--- src/rtl/ldm_pkg.sv ---
package ldm_pkg;

  localparam int unsigned DOTS_PER_DIGIT = 40;
  localparam int unsigned CTRL_BITS      = 8;
  localparam int unsigned CWORD_BITS     = CTRL_BITS - 1;
  localparam int unsigned NUM_CWORDS     = 2;

  typedef enum logic {
    SEL_DOT  = 1'b0,
    SEL_CTRL = 1'b1
  } reg_sel_e;

  typedef struct packed {
    logic sclk_rise;
    logic sclk_low;
    logic ce_fall;
    logic ce_high;
    logic din;
    logic rsel;
  } pin_evt_t;

endpackage

--- src/rtl/ldm_pin_sampler.sv ---
module ldm_pin_sampler
  import ldm_pkg::*;
#(
  parameter int unsigned STAGES = 2
) (
  input  logic     clk_i,
  input  logic     rst_ni,
  input  logic     sclk_i,
  input  logic     sdin_i,
  input  logic     ce_ni,
  input  logic     rsel_i,
  output pin_evt_t evt_o
);

  localparam int unsigned NPINS    = 4;
  localparam int unsigned IDX_SCLK = 0;
  localparam int unsigned IDX_DIN  = 1;
  localparam int unsigned IDX_CE   = 2;
  localparam int unsigned IDX_RSEL = 3;
  // chip enable idles high (inactive), all other pins idle low
  localparam logic [NPINS-1:0] IDLE = 4'b0100;

  logic [NPINS-1:0] raw;
  logic [NPINS-1:0] synced;
  logic [NPINS-1:0] prev_q;

  assign raw = {rsel_i, ce_ni, sdin_i, sclk_i};

  for (genvar p = 0; p < NPINS; p++) begin : g_pin
    logic [STAGES-1:0] chain_q;
    always_ff @(posedge clk_i or negedge rst_ni) begin
      if (!rst_ni) chain_q <= {STAGES{IDLE[p]}};
      else         chain_q <= (chain_q << 1) | STAGES'(raw[p]);
    end
    assign synced[p] = chain_q[STAGES-1];
  end

  always_ff @(posedge clk_i or negedge rst_ni) begin
    if (!rst_ni) prev_q <= IDLE;
    else         prev_q <= synced;
  end

  always_comb begin
    evt_o.sclk_rise = synced[IDX_SCLK] & ~prev_q[IDX_SCLK];
    evt_o.sclk_low  = ~synced[IDX_SCLK];
    evt_o.ce_fall   = ~synced[IDX_CE] & prev_q[IDX_CE];
    evt_o.ce_high   = synced[IDX_CE];
    evt_o.din       = synced[IDX_DIN];
    evt_o.rsel      = synced[IDX_RSEL];
  end

endmodule

--- src/rtl/ldm_dot_path.sv ---
module ldm_dot_path
  import ldm_pkg::*;
#(
  parameter int unsigned DIGITS = 4,
  localparam int unsigned SEG      = DOTS_PER_DIGIT,
  localparam int unsigned DOT_BITS = DIGITS * SEG
) (
  input  logic                clk_i,
  input  logic                rst_ni,
  input  logic                shift_en_i,
  input  logic                shift_bit_i,
  input  logic                latch_en_i,
  output logic [DOT_BITS-1:0] led_o,
  output logic                tail_o
);

  // carry[d] is the bit entering digit d on a shift
  logic [DIGITS:0] carry;
  assign carry[0] = shift_bit_i;

  for (genvar d = 0; d < DIGITS; d++) begin : g_digit
    logic [SEG-1:0] shift_q;
    logic [SEG-1:0] shown_q;

    always_ff @(posedge clk_i or negedge rst_ni) begin
      if (!rst_ni)         shift_q <= '0;
      else if (shift_en_i) shift_q <= {shift_q[SEG-2:0], carry[d]};
    end

    always_ff @(posedge clk_i or negedge rst_ni) begin
      if (!rst_ni)         shown_q <= '0;
      else if (latch_en_i) shown_q <= shift_q;
    end

    assign carry[d+1]             = shift_q[SEG-1];
    assign led_o[d*SEG +: SEG]    = shown_q;
  end

  assign tail_o = carry[DIGITS];

endmodule

--- src/rtl/ldm_ctrl_path.sv ---
module ldm_ctrl_path
  import ldm_pkg::*;
(
  input  logic                                  clk_i,
  input  logic                                  rst_ni,
  input  logic                                  shift_en_i,
  input  logic                                  shift_bit_i,
  input  logic                                  latch_en_i,
  output logic [NUM_CWORDS-1:0][CWORD_BITS-1:0] words_o,
  output logic                                  tail_o
);

  localparam int unsigned MSB = CTRL_BITS - 1;

  logic [CTRL_BITS-1:0] shift_q;

  always_ff @(posedge clk_i or negedge rst_ni) begin
    if (!rst_ni)         shift_q <= '0;
    else if (shift_en_i) shift_q <= {shift_q[MSB-1:0], shift_bit_i};
  end

  assign tail_o = shift_q[MSB];

  for (genvar w = 0; w < NUM_CWORDS; w++) begin : g_word
    logic [CWORD_BITS-1:0] word_q;
    logic                  hit;
    assign hit = latch_en_i && (shift_q[MSB] == (w == 1));
    always_ff @(posedge clk_i or negedge rst_ni) begin
      if (!rst_ni)  word_q <= '0;
      else if (hit) word_q <= shift_q[CWORD_BITS-1:0];
    end
    assign words_o[w] = word_q;
  end

endmodule

--- src/rtl/ledmx_serial_if.sv ---
module ledmx_serial_if
  import ldm_pkg::*;
#(
  parameter int unsigned DIGITS      = 4,
  parameter int unsigned SYNC_STAGES = 2,
  localparam int unsigned DOT_BITS   = DIGITS * DOTS_PER_DIGIT
) (
  input  logic                  clk_i,
  input  logic                  rst_ni,
  input  logic                  sclk_i,
  input  logic                  sdin_i,
  input  logic                  ce_ni,
  input  logic                  rsel_i,
  output logic [DOT_BITS-1:0]   led_o,
  output logic                  sdout_o,
  output logic [CWORD_BITS-1:0] cword0_o,
  output logic [CWORD_BITS-1:0] cword1_o
);

  pin_evt_t evt;
  reg_sel_e sel_q, sel_now;
  logic     armed_q;
  logic     shift_evt, latch_evt;
  logic     ce_high_s, sim_mode;
  logic     dot_tail, ctrl_tail;
  logic [NUM_CWORDS-1:0][CWORD_BITS-1:0] words;

  ldm_pin_sampler #(.STAGES(SYNC_STAGES)) i_sampler (
    .clk_i  (clk_i),
    .rst_ni (rst_ni),
    .sclk_i (sclk_i),
    .sdin_i (sdin_i),
    .ce_ni  (ce_ni),
    .rsel_i (rsel_i),
    .evt_o  (evt)
  );

  // selection follows the select pin in the very cycle the enable falls
  assign sel_now   = evt.ce_fall ? reg_sel_e'(evt.rsel) : sel_q;
  assign shift_evt = evt.sclk_rise && !evt.ce_high;
  assign latch_evt = armed_q && evt.ce_high && evt.sclk_low;
  assign ce_high_s = evt.ce_high;

  always_ff @(posedge clk_i or negedge rst_ni) begin
    if (!rst_ni) begin
      sel_q   <= SEL_DOT;
      armed_q <= 1'b0;
    end else begin
      sel_q <= sel_now;
      if (evt.ce_fall)    armed_q <= 1'b1;
      else if (latch_evt) armed_q <= 1'b0;
    end
  end

  ldm_dot_path #(.DIGITS(DIGITS)) i_dot (
    .clk_i       (clk_i),
    .rst_ni      (rst_ni),
    .shift_en_i  (shift_evt && (sel_now == SEL_DOT)),
    .shift_bit_i (evt.din),
    .latch_en_i  (latch_evt && (sel_q == SEL_DOT)),
    .led_o       (led_o),
    .tail_o      (dot_tail)
  );

  ldm_ctrl_path i_ctrl (
    .clk_i       (clk_i),
    .rst_ni      (rst_ni),
    .shift_en_i  (shift_evt && (sel_now == SEL_CTRL)),
    .shift_bit_i (evt.din),
    .latch_en_i  (latch_evt && (sel_q == SEL_CTRL)),
    .words_o     (words),
    .tail_o      (ctrl_tail)
  );

  assign cword0_o = words[0];
  assign cword1_o = words[1];
  assign sim_mode = words[1][0];

  always_comb begin
    if (sim_mode)               sdout_o = evt.din;
    else if (sel_q == SEL_CTRL) sdout_o = ctrl_tail;
    else                        sdout_o = dot_tail;
  end

endmodule

--- config.mk ---
export PLATFORM = sky130hd
export DESIGN_NAME = ledmx_serial_if
export DESIGN_NICKNAME = d
export VERILOG_FILES = /design/src/rtl/ldm_pkg.sv /design/src/rtl/ldm_pin_sampler.sv /design/src/rtl/ldm_dot_path.sv /design/src/rtl/ldm_ctrl_path.sv /design/src/rtl/ledmx_serial_if.sv
export SDC_FILE = /design/constraint.sdc
export NUM_CORES = 1
export LEC_CHECK = 0
export CAP_MARGIN = 20
export CORE_UTILIZATION = 25
export DETAILED_ROUTE_END_ITERATION = 8
export GPL_ROUTABILITY_DRIVEN = 0
export RECOVER_POWER = 100
export SLEW_MARGIN = 20
export SYNTH_ARGS = -nofsm -noshare
export SYNTH_HDL_FRONTEND = slang
export SYNTH_HIERARCHICAL = 1
export SYNTH_SLANG_ARGS = --single-unit
--- constraint.sdc ---
create_clock -name clk_i -period 2.85 [get_ports clk_i]
set_clock_uncertainty 0.05 [all_clocks]
set_input_delay 0.57 -clock clk_i [delete_from_list [all_inputs] [get_ports clk_i]]
set_output_delay 0.57 -clock clk_i [all_outputs]
set_load 0.01 [all_outputs]
---- After elaboration in Yosys (flattened, before gate mapping) ----
Cells that the tools add are included.
word-level totals
  register bits after elaboration ......... 355
  input port bits ......................... 6
  output and inout bits ................... 175
  logic and storage cells ................. 46
operators by class
  muxes and demuxes ....................... 5
  bitwise gates (word level) .............. 12
  reduce and logical (&&, ||, !) cells .... 11
operators by type and width
  kind                       number
  logical AND 1 bit          9
  bitwise OR 2 x 1 -> 2 bit  4
  NOT 1 bit                  6
  two-way mux 1 bit          5
  AND 1 bit                  2
  nonzero test 2 bit         1
  logical NOT 1 bit          1

---- Longest topological paths before layout ----
Gate-level depths: netlist (run 1).
  depth after elaboration ................. 5
  mapped depth ............................ 7
  gate-level depth less buffers ........... 5

---- Cells and area by module ----
Netlist (run 1), hierarchy kept.
modules (own cells, without submodules)
  module           times used  cells an instance  area each (µm²)  sequential area each (µm²)
  ldm_dot_path     1           676                12,692.2         8,007.7
  ldm_ctrl_path    1           48                 860.8            550.5
  ldm_pin_sampler  1           16                 300.3            254.0
  ledmx_serial_if  1           14                 133.9            50.0

---- Least setup slack after synthesis (run 1) ----
Ideal clock, no wire load.
  kind .................................... register to register
  start ................................... register i_sampler.prev_q[2]
  end ..................................... register i_dot.g_digit[0].shift_q[0]
  setup time .............................. 0.125 ns
  arrival ................................. 1.932 ns
  data required time ...................... 2.675 ns
  setup slack ............................. 0.743 ns
  stages on the path, launching flop included .. 8
  path buffers ............................ 3
  clock period less this slack ............ 2.107 ns
  cell sequence ........................... dfstp_2 -> nor2b_1 -> mux2_4 -> nor3b_2 -> buf_6 -> buf_6 -> buf_6 -> mux2_4
RTL lines
  what                    line                   RTL
  from (decl)             ldm_pin_sampler.sv:25  logic [NPINS-1:0] prev_q;
  from (signal assigned)  ldm_pin_sampler.sv:40  else prev_q <= synced;
  to (signal assigned)    ldm_dot_path.sv:27     else if (shift_en_i) shift_q <= {shift_q[SEG-2:0], carry[d]};
  to (decl)               ldm_dot_path.sv:22     logic [SEG-1:0] shift_q;

==> reports/summary.txt, run 1 <==
Syn Area/Cell -> 18.6 um2
Overflow after GRT -> 0
Clock transition at path regs -> 0.06 ns
footprint of the multi-input gates -> 0.00407 mm2
worst hold path class -> flop to flop
Buffers on Ports -> 180
clock root cell -> clkbuf_16
cell area after layout -> 0.0173 mm2
Ant. Diodes -> 0
Max FO, Critical Path -> 33
Row Count -> 86
die height -> 239 um
Pwr Total -> 11,100 uW
number of cells on the worst hold path -> 0
drt drc -> 0
Initial Util -> 0.253
sequential area share after synthesis -> 0.634
Netlist cell types -> 20
# fillers -> 5,516
top cells by area, synth -> dfrtp_1 (63%), mux2_4 (22%), mux2_2 (11%)
cell count after synthesis -> 754
register area -> 0.00886 mm2
WL final -> 27,000 um
Placed Area -> 0.0167 mm2
post-CTS sizing -> 0
Setup Buffers After CTS -> 0
Nets -> 966
first-pass GRT wire length -> 43,700 um
final hold vios -> 0
Synth top area share -> 0.628
Pwr Density -> 642 mW/mm2
TNS Setup -> 0 ns
Max Cap Viol -> 0
critical path type -> flop to flop
vias in the first global route -> 7,490
initial antenna violation count -> 0
final slew viol count -> 0
clk sinks -> 354
Worst setup SP type -> flop
antenna violation net count after detailed routing -> 0
final cell count without fillers -> 1,739
Die Area -> 0.0569 mm2
slew margin rel. -> 0.115
status -> finished clean
slowest stage delay, CP -> 0.52 ns
synthesized net count -> 760
share of post-route cells with drive strength above 1 -> 0.257
clock latency on the worst-skew pair -> 0.54 ns
hpwl dp -> 17,500 um
worst path cell trace -> nor2b_1, mux2_1, nor3b_1, buf_12, buf_6, mux2_1
Peak VDD IR -> 325 uV
FMAX -> 0.384 GHz
synth warn -> 6
DR vias -> 6,782
GRT Total Usage -> 0.0978
R2R cell count -> 6
DRT Pass-1 Iters -> 4
final hold slack -> 0.298 ns
CTS Hold Bufs -> 1
most used cell, CP -> mux2_1
IO Count -> 181
die width -> 239 um
Leakage -> 0.00901 uW
final-report setup violation count -> 0
Least-Margin Pin Slew -> 1.33 ns
largest net degree at the start of global routing -> 63
WP data arrival -> 2.98 ns
CTS tree -> built
H-Tree Depth -> 2
crit share post-route -> 0.915
Yosys reg bits -> 354
cell count after placement -> 1,664
WP data required -> 3.22 ns
via/cell ratio -> 3.90
Clock Tree Buf Depth -> 3
DRT iter0 DRCs -> 196
WL/cell -> 15.5 um
Tmin final -> 2.61 ns
core area -> 0.0552 mm2
synthesized cell area -> 0.0140 mm2
Num CTS Buffers -> 41
CP max-delay cell -> dfstp_2
Crit. End Element -> flop
Layout area overhead -> 23.4%
RSZ-0062 raised after global routing -> no
largest area contributor in the netlist -> dfrtp_1
## synth_stat cells
cell,number
and3b_1,1
nand3_1,1
a21o_2,1
mux2_2,135
mux2_4,208
dfstp_2,3
mux2i_1,1
inv_1,2
buf_6,25
nand2_2,1
o21ai_0,1
nor3b_2,1
buf_2,13
dfrtp_1,351
nor2_1,2
nand2b_4,1
nor2b_1,1
buf_4,3
nor2b_4,1
nand2_1,2
## worst paths after layout
| path | endpoint | from | slack, ns |
|---|---|---|---|
| min reg2reg | i_sampler/g_pin[1].chain_q[1] | i_sampler/g_pin[1].chain_q[0] | 0.30 |
| max in group asynchronous | i_ctrl/g_word[1].word_q[0] | rst_ni | 0.54 |
| max | i_dot/g_digit[2].shift_q[17] | i_sampler/prev_q[2] | 0.24 |
| min in group asynchronous | i_sampler/g_pin[0].chain_q[0] | rst_ni | 0.80 |
| min | i_sampler/g_pin[1].chain_q[1] | i_sampler/g_pin[1].chain_q[0] | 0.30 |
| max reg2reg | i_dot/g_digit[2].shift_q[17] | i_sampler/prev_q[2] | 0.24 |
## metal layers
metal / GRT usage / vias up / part of all wire
li1: - / 3073 / -
met1: 0.130 / 3528 / 0.46
met2: 0.148 / 137 / 0.45
met3: 0.0363 / 44 / 0.067
met4: 0.0305 / 0 / 0.021
met5: 0 / - / 0
## cell families after synthesis
logic type	share of synthesized area
simple gates	0.00581
compound gates	0.000984
flops	0.634
mux	0.333
buf+inv	0.0269
## state kept, by name, indices dropped and copies added, names as in the netlist
| register | flops |
|---|---|
| armed_q | 1 |
| i_ctrl/g_word.word_q | 14 |
| i_ctrl/shift_q | 8 |
| i_dot/g_digit.shift_q | 160 |
| i_dot/g_digit.shown_q | 160 |
| i_sampler/g_pin.chain_q | 8 |
| i_sampler/prev_q | 2 |
| sel_q | 1 |
## stage by stage
step           worst slack (ns)   util
2_1_floorplan             0.743      -
6_report                  0.243  0.313
4_1_cts                   0.223  0.327
3_5_place_dp              0.429  0.302
5_1_grt                   0.117  0.313
3_3_place_gp              0.437  0.302
## layout by cell type, fill, tap and decap left out
cell type	n
clkbuf_4	4
nor2b_1	1
mux2_4	30
nor2_1	1
dfrtp_1	351
clkinvlp_4	3
clkinv_4	1
clkinv_2	8
and3b_1	1
nor2_4	1
buf_6	2
nor2b_4	1
buf_4	1
clkbuf_8	6
nand2b_1	1
a21o_2	1
mux2_2	135
dfstp_1	1
clkbuf_2	6
clkbuf_16	43
dlygate4sd3_1	180
nand3_1	1
nor3b_1	1
mux2i_1	1
nand2_1	3
o21ai_0	1
clkbuf_1	13
inv_6	3
bufinv_16	3
dfstp_2	2
mux2_1	178
buf_12	5
inv_1	2
## report_power, final
| group | leakage (uW) | internal [uW] | switching, uW |
|---|---|---|---|
| clock network | 0.000673 | 3200 | 2080 |
| registers | 0.00489 | 5170 | 102 |
| logic | 0.00345 | 260 | 285 |
## worst max-delay path, delay by kind of cell, from the launching register on
kind | cells | cell delay, ns
flip-flops | 1 | 0.52
AND/OR/NAND/NOR | 2 | 0.53
buffers and inverters | 2 | 0.60
multiplexers | 2 | 0.75
## area by class of cell
cell class / count / share of cell area
multi-input combinational: 357 / 0.236
inverter: 2 / 0.000435
tap: 748 / 0.0542
clock inverter: 18 / 0.0109
timing repair buffer: 204 / 0.117
clock buffer: 56 / 0.0686
sequential: 354 / 0.513
Note: power is estimated with default switching activity, not from simulation.
==> run 2: changes to the inputs <==
--- a/config.mk
+++ b/config.mk
@@ -9,6 +9,7 @@
 export CORE_UTILIZATION = 25
 export DETAILED_ROUTE_END_ITERATION = 8
 export GPL_ROUTABILITY_DRIVEN = 0
+export HOLD_SLACK_MARGIN = 0.05
 export RECOVER_POWER = 100
 export SLEW_MARGIN = 20
 export SYNTH_ARGS = -nofsm -noshare
==> results of run 2 <==
Same layout as run 1: the final DEF is identical, and so are final timing and power.
==> run 3: changes to the inputs <==
--- a/config.mk
+++ b/config.mk
@@ -6,10 +6,11 @@
 export NUM_CORES = 1
 export LEC_CHECK = 0
 export CAP_MARGIN = 20
-export CORE_UTILIZATION = 25
+export CORE_UTILIZATION = 50
 export DETAILED_ROUTE_END_ITERATION = 8
 export GPL_ROUTABILITY_DRIVEN = 0
 export HOLD_SLACK_MARGIN = 0.05
+export PLACE_DENSITY = 0.73
 export RECOVER_POWER = 100
 export SLEW_MARGIN = 20
 export SYNTH_ARGS = -nofsm -noshare
==> constraint.sdc (replaced) <==
create_clock -name clk_i -period 2.85 [get_ports clk_i]
set_clock_uncertainty 0.05 [all_clocks]
set_input_delay 0.57 -clock clk_i [delete_from_list [all_inputs] [get_ports clk_i]]
set_output_delay 0.57 -clock clk_i [all_outputs]
set_load 0.1 [all_outputs]
==> reports/summary.txt, run 3 (synthesis results as in run 1) <==
Tmin final -> 2.56 ns
initial antenna violation count -> 0
Max FO, Critical Path -> 39
Ant. Diodes -> 0
commonest non-fill, non-tap cell in the layout -> dfrtp_1
Initial Util -> 0.515
Overflow after GRT -> 0
DRT Pass-1 Iters -> 4
drt drc -> 0
IO Count -> 181
critical path type -> flop to flop
via/cell ratio -> 4.93
crit share post-route -> 0.900
Largest regs -> i_dot/g_digit.shift_q (160), i_dot/g_digit.shown_q (160), i_ctrl/g_word.word_q (14)
clock root cell -> clkbuf_16
WL/cell -> 17.2 um
status -> finished, violations left
largest net degree at the start of global routing -> 88
Buffers on Ports -> 180
clk sinks -> 354
final-report setup violation count -> 0
Pwr Density -> 694 mW/mm2
Die Area -> 0.0286 mm2
violated checks -> capacitance limit, slew limit
TNS Setup -> 0 ns
most frequent cells in the layout -> dfrtp_1 (351), clkbuf_1 (179), mux2_1 (170)
GRT Total Usage -> 0.168
RSZ-0062 raised after global routing -> no
Clock transition at path regs -> 0.06 ns
Layout area overhead -> 11.5%
vias in the first global route -> 7,105
FMAX -> 0.390 GHz
final slew viol count -> 74
Clock Tree Buf Depth -> 3
slew margin rel. -> -0.203
post-layout util -> 0.574
WP data arrival -> 2.89 ns
core area -> 0.0272 mm2
Placed Area -> 0.0157 mm2
first-pass GRT wire length -> 38,500 um
clock latency on the worst-skew pair -> 0.50 ns
Worst setup SP type -> flop
Num CTS Buffers -> 37
CTS tree -> built
WL final -> 23,200 um
Nets -> 959
H-Tree Depth -> 2
worst hold path class -> flop to flop
share of post-route cells with drive strength above 1 -> 0.264
Least-Margin Pin Slew -> 1.80 ns
final hold vios -> 0
antenna violation net count after detailed routing -> 0
Leakage -> 0.00795 uW
hpwl dp -> 14,800 um
die height -> 169 um
Row Count -> 60
Peak VDD IR -> 397 uV
die width -> 169 um
DRT iter0 DRCs -> 275
post-CTS sizing -> 0
cell area after layout -> 0.0156 mm2
WP data required -> 3.18 ns
Max Cap Viol -> 1
Crit. End Element -> flop
DR vias -> 6,652
[run 3: what timing repair did]
| action | 4_1_cts | 5_1_grt |
|---|---|---|
| setup buffers | 0 | 0 |
| endpoints found under the hold margin | 63 | 0 |
| setup endpoints to repair | 0 | 0 |
| hold buffers | 1 | 0 |
[run 3: worst paths after layout]
path                                               start                            end  slack (ns)  cells past startpoint
max in group asynchronous                         rst_ni    i_dot/g_digit[3].shift_q[1]        0.52                      3
setup reg to reg           i_sampler/g_pin[2].chain_q[1]   i_dot/g_digit[0].shift_q[29]        0.29                      6
hold reg to reg            i_sampler/g_pin[1].chain_q[0]  i_sampler/g_pin[1].chain_q[1]        0.30                      0
hold / removal             i_sampler/g_pin[1].chain_q[0]  i_sampler/g_pin[1].chain_q[1]        0.30                      0
min in group asynchronous                         rst_ni   i_dot/g_digit[0].shift_q[19]        1.04                      2
setup / recovery           i_sampler/g_pin[2].chain_q[1]   i_dot/g_digit[0].shift_q[29]        0.29                      6
[run 3: area by class of cell]
class | count | area (um2)
well taps | 372 | 465
clock inverters | 10 | 106
clock buffers | 52 | 1080
flip-flops and latches | 354 | 8860
multi-input cells | 357 | 4110
repair buffers | 201 | 952
inverters | 2 | 7.51
fillers | 2331 | 11600
[run 3: worst max-delay path, stage by stage (launching register included)]
cell and delay (ns):
dfstp_1 0.64, nor2b_1 0.10, mux2_1 0.38, nor3b_4 0.32
buf_12 0.27, buf_6 0.32, mux2_4 0.33
[run 3: routing by layer]
metal	global-route usage	share of wire
met1	0.249	0.50
met3	0.0399	0.054
met5	0	0
met4	0.0470	0.017
met2	0.246	0.43
[run 3: report_power, final]
group | leakage [uW] | switching (uW) | internal (uW)
logic | 0.00247 | 709 | 205
registers | 0.00489 | 98.8 | 5170
clock network | 0.000590 | 1830 | 2810
total | 0.00795 | 2640 | 8190
[run 3: per-stage QoR]
step	total power, uW	setup WS (ns)	cells	hold WS [ns]
2_1_floorplan	6160	0.486	754	0.224
3_3_place_gp	6440	0.440	1285	0.285
3_5_place_dp	6450	0.426	1285	0.286
4_1_cts	11200	0.412	1348	0.301
5_1_grt	11200	0.147	1348	0.306
6_report	10800	0.286	1348	0.300
